## config.mk

```make
export PLATFORM = sky130hd
export DESIGN_NAME = wdi_timer
export DESIGN_NICKNAME = d
export VERILOG_FILES = /design/src/rtl/wdi_pkg.sv /design/src/rtl/wdi_prescaler.sv /design/src/rtl/wdi_interval_ctr.sv /design/src/rtl/wdi_timer.sv
export SDC_FILE = /design/constraint.sdc
export NUM_CORES = 1
export LEC_CHECK = 0
export ABC_AREA = 1
export BUFFER_PORTS_ARGS = -buffer_cell sky130_fd_sc_hd__buf_2
export CAP_MARGIN = 20
export CORE_MARGIN = 4
export CORE_UTILIZATION = 50
export DETAILED_ROUTE_END_ITERATION = 6
export PLACE_DENSITY = 0.78
export SLEW_MARGIN = 25
export SYNTH_ARGS = -nofsm -noshare
export SYNTH_HDL_FRONTEND = slang
export SYNTH_HIERARCHICAL = 1
export SYNTH_SLANG_ARGS = --single-unit
```

## constraint.sdc

```tcl
create_clock -name clk -period 3.9 [get_ports clk]
set_clock_uncertainty 0.15 [all_clocks]
set_input_delay 0.39 -clock clk [delete_from_list [all_inputs] [get_ports clk]]
set_output_delay 0.39 -clock clk [all_outputs]
set_load 0.03 [all_outputs]
```

## src/rtl/wdi_pkg.sv

```systemverilog
package wdi_pkg;

    localparam int SEL_W = 3;

    // tap exponent above the prescaler: codes 0..6 -> 4..10, code 7 -> 12
    function automatic int unsigned tap_exp(input logic [SEL_W-1:0] code);
        int unsigned e;
        if (code == SEL_W'(7)) e = 12;
        else                   e = 32'(code) + 4;
        return e;
    endfunction

    typedef struct packed {
        logic             wd_mode;
        logic [SEL_W-1:0] sel;
        logic             running;
        logic             irq;
        logic             ovf;
    } ctl_t;

endpackage

```

## src/rtl/wdi_prescaler.sv

```systemverilog
module wdi_prescaler #(
    parameter int PRE_W = 10
) (
    input  logic clk,
    input  logic rst_n,
    input  logic adv,
    output logic tick
);

    typedef struct packed {
        logic [PRE_W-1:0] cnt;
    } pre_t;

    pre_t pre_d, pre_q;

    always_comb begin
        pre_d = pre_q;
        tick  = adv & (&pre_q.cnt);
        if (adv) pre_d.cnt = pre_q.cnt + PRE_W'(1);
    end

    always_ff @(posedge clk) begin
        if (!rst_n) pre_q <= '0;
        else        pre_q <= pre_d;
    end

    // a frozen clock domain keeps the prescaler phase
    p_pre_hold_r7: assert property (@(posedge clk) disable iff (!rst_n)
        !adv |=> $stable(pre_q.cnt));

endmodule

```

## src/rtl/wdi_interval_ctr.sv

```systemverilog
module wdi_interval_ctr
    import wdi_pkg::*;
#(
    parameter int MAIN_W = 12
) (
    input  logic             clk,
    input  logic             rst_n,
    input  logic             tick,
    input  logic             clr,
    input  logic [SEL_W-1:0] sel,
    output logic             expire
);

    typedef struct packed {
        logic [MAIN_W-1:0] cnt;
    } main_t;

    main_t             main_d, main_q;
    logic [MAIN_W-1:0] low_mask;

    always_comb begin
        low_mask = (MAIN_W'(1) << tap_exp(sel)) - MAIN_W'(1);
        expire   = tick & ~clr & ((main_q.cnt & low_mask) == low_mask);
        main_d   = main_q;
        if (clr || expire) main_d.cnt = '0;
        else if (tick)     main_d.cnt = main_q.cnt + MAIN_W'(1);
    end

    always_ff @(posedge clk) begin
        if (!rst_n) main_q <= '0;
        else        main_q <= main_d;
    end

    p_clear_r5: assert property (@(posedge clk) disable iff (!rst_n)
        clr |=> (main_q.cnt == '0));

    p_hold_r6: assert property (@(posedge clk) disable iff (!rst_n)
        (!tick && !clr) |=> $stable(main_q.cnt));

    p_wrap_r10: assert property (@(posedge clk) disable iff (!rst_n)
        expire |=> (main_q.cnt == '0));

endmodule

```

## src/rtl/wdi_timer.sv

```systemverilog
module wdi_timer
    import wdi_pkg::*;
#(
    parameter int PRE_W  = 10,
    parameter int MAIN_W = 12
) (
    input  logic             clk,
    input  logic             rst_n,
    input  logic             cfg_we,
    input  logic             cfg_wd_mode,
    input  logic [SEL_W-1:0] cfg_sel,
    input  logic             cfg_run,
    input  logic             halt_req,
    input  logic             idle_req,
    input  logic             stop_req,
    input  logic             cpu_on_subclk,
    input  logic             irq_mask,
    output logic             irq_pulse,
    output logic             wd_overflow
);

    ctl_t ctl_d, ctl_q;
    logic pre_adv, pre_tick, main_tick, main_clr, expire;

    // halt leaves the clock running; idle, stop and subclock freeze it
    assign pre_adv   = ~(idle_req | stop_req | cpu_on_subclk);
    assign main_tick = pre_tick & ctl_q.running;
    assign main_clr  = cfg_we & cfg_run;

    wdi_prescaler #(.PRE_W(PRE_W)) u_pre (
        .clk   (clk),
        .rst_n (rst_n),
        .adv   (pre_adv),
        .tick  (pre_tick)
    );

    wdi_interval_ctr #(.MAIN_W(MAIN_W)) u_ctr (
        .clk    (clk),
        .rst_n  (rst_n),
        .tick   (main_tick),
        .clr    (main_clr),
        .sel    (ctl_q.sel),
        .expire (expire)
    );

    always_comb begin
        ctl_d     = ctl_q;
        ctl_d.irq = expire & ~ctl_q.wd_mode & ~irq_mask;
        ctl_d.ovf = expire & ctl_q.wd_mode;
        if (cfg_we) begin
            ctl_d.wd_mode = ctl_q.wd_mode | cfg_wd_mode;
            ctl_d.sel     = cfg_sel;
            if (cfg_run) ctl_d.running = 1'b1;
        end
    end

    always_ff @(posedge clk) begin
        if (!rst_n) ctl_q <= '0;
        else        ctl_q <= ctl_d;
    end

    assign irq_pulse   = ctl_q.irq;
    assign wd_overflow = ctl_q.ovf;

    p_mode_sticky_r2: assert property (@(posedge clk) disable iff (!rst_n)
        ctl_q.wd_mode |=> ctl_q.wd_mode);

    p_mask_r4: assert property (@(posedge clk) disable iff (!rst_n)
        irq_pulse |-> !$past(irq_mask));

    p_halt_runs_r6: assert property (@(posedge clk) disable iff (!rst_n)
        (halt_req && !idle_req && !stop_req && !cpu_on_subclk) |-> pre_adv);

    p_no_irq_wd_r9: assert property (@(posedge clk) disable iff (!rst_n)
        $past(ctl_q.wd_mode) |-> !irq_pulse);

    p_ovf_wd_r9: assert property (@(posedge clk) disable iff (!rst_n)
        wd_overflow |-> ctl_q.wd_mode);

    p_irq_single_r10: assert property (@(posedge clk) disable iff (!rst_n)
        irq_pulse |=> !irq_pulse);

    p_ovf_single_r10: assert property (@(posedge clk) disable iff (!rst_n)
        wd_overflow |=> !wd_overflow);

    p_idle_start_r5: assert property (@(posedge clk) disable iff (!rst_n)
        !ctl_q.running |-> (!irq_pulse && !wd_overflow));

endmodule

```

# Yosys cells after proc, flatten, opt, wreduce, memory -nomap -nowiden
# Index checks and enable logic that the tools add are counted.
dict set report word_totals {
  reg_bits 29
  latchBits 0
  ram_bits 0
  romBits 0
  output_inout_bits 2
  word_cells 36
  mem_count 0
}
dict set report op_classes {
  add_sub_neg 4
  multipliers 0
  div 0
  n_lt_le_gt_ge 0
  eq_ne 2
  n_shift 1
  n_mux 1
  bitwise 17
  n_reduce_logical 4
}
# cell count
set op_table {}
lappend op_table {{32-bit 2-to-1 mux} 1}
lappend op_table {{1-bit by 32-bit << shifter with 12-bit output, first input constant} 1}
lappend op_table {{12-bit by 1-bit adder with 12-bit output, second input constant} 1}
lappend op_table {{12-bit AND} 1}
lappend op_table {{12-bit == test} 1}
lappend op_table {{12-bit by 2-bit subtractor with 12-bit output, second input constant} 1}
lappend op_table {{10-bit by 1-bit adder with 10-bit output, second input constant} 1}
lappend op_table {{10-bit AND reduction} 1}
lappend op_table {{1-bit AND} 8}
lappend op_table {{1-bit NOT} 5}
lappend op_table {{3-bit by 3-bit adder with 4-bit output, second input constant} 1}
lappend op_table {{3-bit == test, second input constant} 1}
lappend op_table {{1-bit bitwise OR} 3}
lappend op_table {{2-bit AND reduction} 1}
lappend op_table {{2-bit OR reduction} 1}
lappend op_table {{1-bit logical OR} 1}

# Depth between registers and ports, before layout
# Gate-level depths: netlist of run 1.
dict set report depth {
  ltp_word 9
  mapped_depth 15
  mapped_depth_nobuf 15
}

# Hierarchy
# The synthesis of run 1 kept the hierarchy.
# mod n_inst cells_per_inst area_each_um2 seq_area_each_um2
set modules_own_cells {}
lappend modules_own_cells {wdi_interval_ctr 1 108 724.4 240.2}
lappend modules_own_cells {wdi_prescaler 1 69 475.5 200.2}
lappend modules_own_cells {wdi_timer 1 37 287.8 140.1}

# Worst setup path before layout of run 1
# Ideal clock, no wire load.
dict set report synth_path {
  path_type {input to register}
  startpoint {input port stop_req}
  endpoint {register u_ctr/main_q[4] (netlist name)}
  setup_ns 0.116
  arrival_time_ns 2.044
  required_time_ns 3.634
  path_slack_ns 1.590
  path_stages 15
  n_path_buf 1
  path_cell_list {nor3_1 -> nand2_1 -> nor2_1 -> nand3_1 -> nor2_1 -> nand2_1 -> inv_1 -> nand2_2 -> nor2_1 -> nand2_1 -> nor2_2 -> nand3_2 -> nand2_2 -> buf_6 -> nor2_1}
}
dict set report synth_via {
  elab_chain_cells 9
}
# item line
set synth_lines {}
lappend synth_lines {{from (decl)} wdi_timer.sv:15} ;# input logic stop_req,
lappend synth_lines {{1-bit bitwise OR * (2 in series)} wdi_timer.sv:26} ;# assign pre_adv = ~(idle_req | stop_req | cpu_on_subclk);
lappend synth_lines {{1-bit NOT *} wdi_timer.sv:26}
lappend synth_lines {{1-bit AND *} wdi_prescaler.sv:18} ;# tick = adv & (&pre_q.cnt);
lappend synth_lines {{net pre_tick} wdi_timer.sv:23} ;# logic pre_adv, pre_tick, main_tick, main_clr, expire;
lappend synth_lines {{1-bit AND *} wdi_timer.sv:27} ;# assign main_tick = pre_tick & ctl_q.running;
lappend synth_lines {{net main_tick} wdi_timer.sv:23}
lappend synth_lines {{1-bit AND (2 in series)} wdi_interval_ctr.sv:23} ;# expire = tick & ~clr & ((main_q.cnt & low_mask) == low_mask);
lappend synth_lines {{1-bit logical OR} wdi_interval_ctr.sv:25} ;# if (clr || expire) main_d.cnt = '0;
lappend synth_lines {{2-bit OR reduction (no source line)} --}
lappend synth_lines {{to (signal assigned)} wdi_interval_ctr.sv:31} ;# else main_q <= main_d;
lappend synth_lines {{to (decl)} wdi_interval_ctr.sv:18} ;# main_t main_d, main_q;
# The timed path passes the listed nets; every way through them passes the cells marked *.
# A chain may end at the register's enable or synchronous reset.

# Worst setup path in the final report of run 1
dict set report layout_path {
  startpoint {input port stop_req}
  endpoint {register u_ctr/main_q[9] (netlist name)}
}
dict set report layout_via {
  elab_chain_cells 9
}
# item line
set layout_lines {}
lappend layout_lines {{1-bit bitwise OR * (2 in series)} wdi_timer.sv:26}
lappend layout_lines {{1-bit NOT *} wdi_timer.sv:26}
lappend layout_lines {{net pre_adv} wdi_timer.sv:23}
lappend layout_lines {{1-bit AND *} wdi_prescaler.sv:18}
lappend layout_lines {{net pre_tick} wdi_timer.sv:23}
lappend layout_lines {{1-bit AND *} wdi_timer.sv:27}
lappend layout_lines {{net main_tick} wdi_timer.sv:23}
lappend layout_lines {{1-bit AND (2 in series)} wdi_interval_ctr.sv:23}
lappend layout_lines {{1-bit logical OR} wdi_interval_ctr.sv:25}
lappend layout_lines {{2-bit OR reduction (no source line)} --}
# Marks and branches as above.

==> results.yml, run 1 <==
grt:
  grt_start_max_net_pins: 17
  grt_overflow: 0
  grt_pass1_vias: 1052
  grt_usage_pct: 14.7
  antenna_found_initial: 0
  grt_pass1_wl_um: 4570
timing:
  finalSetupTns_ns: 0
  slew_headroom_pct: 54.3
  hold_ws_ns: 0.0638
  timing.final.hold_violations: 0
  period_needed_ns: 2.42
  grt_setup_unrepaired: "no"
  setup-violations-final: 0
  setup_ws_ns: 1.48
  worst_slew_pin_slew_ns: 0.681
  drv_slew: 0
  finalCritPeriodShare_pct: 62.1
  fmax_mhz: 413
worst_setup_path:
  arrival_ns: 2.48
  r2r_cells: 14
  timing.rr.end: "u_ctr/main_q[9]"
  cp_max_fo: 12
  cp-end-kind: "flip-flop"
  crit_start: "stop_req"
  timing.rr.start: "u_pre/pre_q[0]"
  r2r_slack_ns: 1.69
  cp_data_required_time_ns: 3.96
  start_kind: "primary input"
  crit_type: "in2reg"
floorplanning:
  coreArea_um2: 2810
  dieArea_um2: 3910
  ioPinCount: 15
  row_count: 19
  die_w_um: 62.5
  start_util_pct: 53.0
  die_y_um: 62.5
routing:
  dr.max_layer_used: "met4"
  drtIter0Drc: 38
  dr_wl_met3_um: 155
  wl_met1_um: 1260
  wire_per_inst_um: 8.93
  ant_nets: 0
  drt_first_pass_iters: 4
  wl_met2_um: 887
  drt-total-wl_um: 2360
  vias_per_cell: 4.64
  drt_drc_violations_left: 0
  vias: 1226
pwr:
  power.leakage_uw: 0.000730
  ir_drop_mv: 0.232
  p_switching_uw: 128
  pwr-share-comb_pct: 6.2
  power_density_nw_per_um2: 334
  power.internal_uw: 418
  p_seq_share_pct: 55.7
  clockPowerShare_pct: 38.1
  finalPower_uw: 547
  swShare_pct: 23.5
synthesis:
  yosys-top-cells-area: "dfxtp_1, nand2_1, nor2_1"
  yosys.area.top_type: "dfxtp_1"
  yosys.area.top_type_share_pct: 39.0
  synth_cell_types: 24
  syn_area_per_cell_um2: 6.95
  synth.most_common_cell: "nand2_1"
  synth_common_cells: "nand2_1, nor2_1, inv_1, dfxtp_1, nand3_1"
  seq_area_frac_synth_pct: 39.0
  synth-main-ff-cell: "dfxtp_1"
  ys_ff_latch: 29
  synth.yosys.warnings: 6
  syn_inst: 214
  syn-cell-area_um2: 1490
  synthArstFlopShare_pct: 0
  synth_edf_count: 0
clock_network:
  cts_tree: "done"
  cts_inserted_buffers: 5
  cts_max_level: 2
  cts_buffer_depth: 2
  clock_latency_ns: 0.33
  cts_hold_buf: 0
  cts.repair.resized: 0
  cts_setup_buffers: 0
  path_clk_slew_ns: 0.09
  clock-root-buffer: "clkbuf_4"
  cts_sinks: 29
cells_and_area:
  layout-drive-gt1-share_pct: 16.3
  syn_to_final_growth_pct: 10.1
  nNetsFinal: 248
  diodes: 0
  design_area_um2: 1640
  multi_input_area_um2: 771
  seq_area_um2: 581
  fillers: 261
worst_hold_path:
  min_to: "irq_pulse"
  hold_path.startpoint: "irq_mask"
  hp-class: "in2reg"
  hold_depth: 2
job:
  cap_violations: 0
status:
  status: "complete, no violations"
place:
  gp_congestion: 0.786
  hpwl_um: 1790
  post_dp_cell_area_um2: 1570
  place_ws_ns: 1.11
  port_buffers: 13
==> routing by layer <==
metal  global-route usage, %  vias up
met5                       0        -
met4                    9.92        0
met3                    4.68        5
met2                    19.2       25
met1                    20.1      508
li1                        -      688
==> worst max-delay path by stage <==
stage | end | slack (ns)
2_1_floorplan | u_ctr/main_q[4] | 1.59
3_3_place_gp | u_ctr/main_q[11] | 1.17
3_5_place_dp | u_ctr/main_q[6] | 1.11
4_1_cts | u_ctr/main_q[9] | 1.46
5_1_grt | u_ctr/main_q[9] | 1.14
6_report | u_ctr/main_q[9] | 1.48
==> registers in the layout (all words and copies together), names as in the netlist <==
name / cells
u_pre/pre_q: 10
irq_pulse: 1
ctl_q: 5
u_ctr/main_q: 12
wd_overflow: 1
==> critical path, cell delays in order <==
cell and delay [ns]:
buf_2 0.09, nor3_1 0.57, nand2_1 0.11, nor2_1 0.15, nand3_1 0.11, nor2_1 0.10
nand2_1 0.05, inv_1 0.15, nand2_2 0.10, nor2_1 0.11, nand2_1 0.07, nor2_2 0.09
nand3_2 0.10, nand2_2 0.21, nor2_1 0.07
==> power by group through the flow <==
stage / clock network (uW) / registers (uW) / logic, uW
floorplan: 0 / 311 / 27.2
global placement: 0 / 311 / 33.7
detailed placement: 0 / 312 / 34.2
CTS: 216 / 305 / 34.3
global route: 236 / 306 / 40.5
finish: 208 / 305 / 34.1
==> stage by stage <==
step | instances | util (%)
global route | 264 | 58.4
detailed placement | 256 | 55.9
CTS | 264 | 58.4
finish | 264 | 58.4
global placement | 256 | 55.9
floorplan | 215 | -
==> placed cells by master (no fill, tap or decap) <==
cell,count
xnor2_1,3
nand3b_1,1
buf_2,13
nor3_4,1
xor2_1,5
clkbuf_8,2
nor3_2,1
mux2i_1,1
inv_1,30
nand3_2,2
dfxtp_1,29
conb_1,2
nor2_4,3
nand2_2,5
nor2_1,43
o21ai_0,5
clkinv_2,1
a21oi_2,2
nor3_1,1
nand3_1,13
ha_1,3
a21oi_1,8
nand4_1,1
nor2_2,3
clkbuf_4,5
nand2_1,50
==> area by class of cell <==
type | instances | share of cell area, %
sequential | 29 | 35.4
inverter | 30 | 6.88
clock inverter | 1 | 0.306
multi-input combinational | 153 | 47.1
tap | 31 | 2.37
timing repair buffer | 13 | 3.97
clock buffer | 7 | 3.97
==> cell families after synthesis <==
logic type	after synthesis	synth area share, %
other cells	1	0.252
xor+xnor	8	4.71
compound gates	15	5.55
flops	29	39.0
mux	1	0.673
buf+inv	33	9.42
simple gates	124	37.8
fa+ha+maj	3	2.52
Note: power is estimated with default switching activity, not from simulation.
==> run 2, diff against run 1 <==
clock period = 2.5 ns   (was 3.9 ns; I/O delays follow)
==> results.yml, run 2 (synthesized netlist as in run 1, its figures left out) <==
status:
  status: "complete, no violations"
routing:
  drt_first_pass_iters: 4
  drt-total-wl_um: 2490
  ant_nets: 0
  vias: 1258
  drt_drc_violations_left: 0
  drtIter0Drc: 72
  vias_per_cell: 4.75
  wire_per_inst_um: 9.40
floorplanning:
  ioPinCount: 15
  dieArea_um2: 3910
  row_count: 19
  die_y_um: 62.5
  die_w_um: 62.5
  start_util_pct: 53.0
  coreArea_um2: 2810
grt:
  grt_overflow: 0
  grt_start_max_net_pins: 17
  grt_pass1_vias: 1124
  antenna_found_initial: 0
  grt_usage_pct: 14.5
  grt_pass1_wl_um: 4560
clock_network:
  cts_sinks: 29
  cts_tree: "done"
  cts_max_level: 2
  clock_latency_ns: 0.32
  path_clk_slew_ns: 0.08
  cts_inserted_buffers: 5
  clock-root-buffer: "clkbuf_4"
  cts_setup_buffers: 0
  cts_buffer_depth: 2
cells_and_area:
  regMostFlops: "u_ctr/main_q"
  layout_common_cells: "nand2_1, nor2_1, inv_1"
  syn_to_final_growth_pct: 10.6
  diodes: 0
  design_area_um2: 1650
  nNetsFinal: 250
  mostFrequentLayoutCell: "nand2_1"
  top_regs: "u_ctr/main_q x12, u_pre/pre_q x10, ctl_q x5"
  largest_reg_flops: 12
  layout-drive-gt1-share_pct: 15.8
  post-route-util_pct: 58.7
timing:
  hold_ws_ns: 0.0320
  fmax_mhz: 464
  finalCritPeriodShare_pct: 86.2
  timing.final.hold_violations: 0
  drv_slew: 0
  finalSetupTns_ns: 0
  grt_setup_unrepaired: "no"
  period_needed_ns: 2.15
  setup-violations-final: 0
worst_hold_path:
  hold_path.startpoint: "cfg_wd_mode"
  hp-class: "in2reg"
worst_setup_path:
  timing.rr.end: "u_ctr/main_q[3]"
  r2r_slack_ns: 0.35
  cp_data_required_time_ns: 2.56
  arrival_ns: 2.21
  crit_end: "u_ctr/main_q[3]"
  start_kind: "flip-flop"
  cp-end-kind: "flip-flop"
  crit_type: "reg2reg"
  crit_start: "u_pre/pre_q[0]"
  timing.rr.start: "u_pre/pre_q[0]"
  cp_max_fo: 12
  r2r_cells: 14
pwr:
  ir_drop_mv: 0.457
  power.leakage_uw: 0.000730
  finalPower_uw: 814
  power_density_nw_per_um2: 495
place:
  post_dp_cell_area_um2: 1580
  gp_congestion: 0.764
  port_buffers: 13
  hpwl_um: 1890
job:
  cap_violations: 0
-- run 2: what timing repair did --
action | in CTS | in global routing
endpoints found under the hold margin | 1 | 0
hold buffers | 1 | 0
setup endpoints to repair | 0 | 11
resized for setup | 0 | 1
-- run 2: per-stage QoR --
| stage | setup slack [ns] | cells |
|---|---|---|
| after global placement | 0.184 | 257 |
| after CTS | 0.249 | 265 |
| after detailed placement | 0.145 | 257 |
| after floorplan | 0.330 | 215 |
| after global routing | 0.0289 | 265 |
| final | 0.346 | 265 |
-- run 2: critical path: stages, from the launching register on --
cell     delay [ns]
dfxtp_1        0.39
ha_1           0.19
nand2_1        0.06
nor2_1         0.13
nand3_1        0.11
nor2_1         0.11
nand2_1        0.06
inv_1          0.15
nand2_2        0.10
nor2_1         0.11
nand2_1        0.07
nor2_2         0.09
nand3_2        0.12
nand2_4        0.16
nor2_1         0.06
-- run 2: where the power goes --
part	switching, uW	leakage, uW	total [uW]	internal (uW)
Combinational	33.4	0.000464	56.9	23.5
Clock	150	0.0000314	282	132
Sequential	6.25	0.000235	475	469
-- run 2: routing by layer --
layer | track usage (%) | part of all wire, %
met5 | 0 | 0
met4 | 6.06 | 1.9
met3 | 5.22 | 5.1
met2 | 23.8 | 43
met1 | 17.1 | 49
-- run 2: worst min-delay path by stage --
stage | to | slack, ns | cells after the start
6_report | ctl_q[6] | 0.03 | 3
5_1_grt | ctl_q[6] | 0.03 | 3
4_1_cts | ctl_q[2] | 0.02 | 3
3_5_place_dp | irq_pulse | 0.27 | 1
3_3_place_gp | irq_pulse | 0.27 | 1
2_1_floorplan | irq_pulse | 0.17 | 1
-- run 2: area by class of cell --
type	instances	area (um2)
fill	267	1160
timing repair buffer	15	82.6
sequential	29	581
clock buffer	7	55.1
tap	31	38.8
inverter	30	113
multi-input combinational	153	776
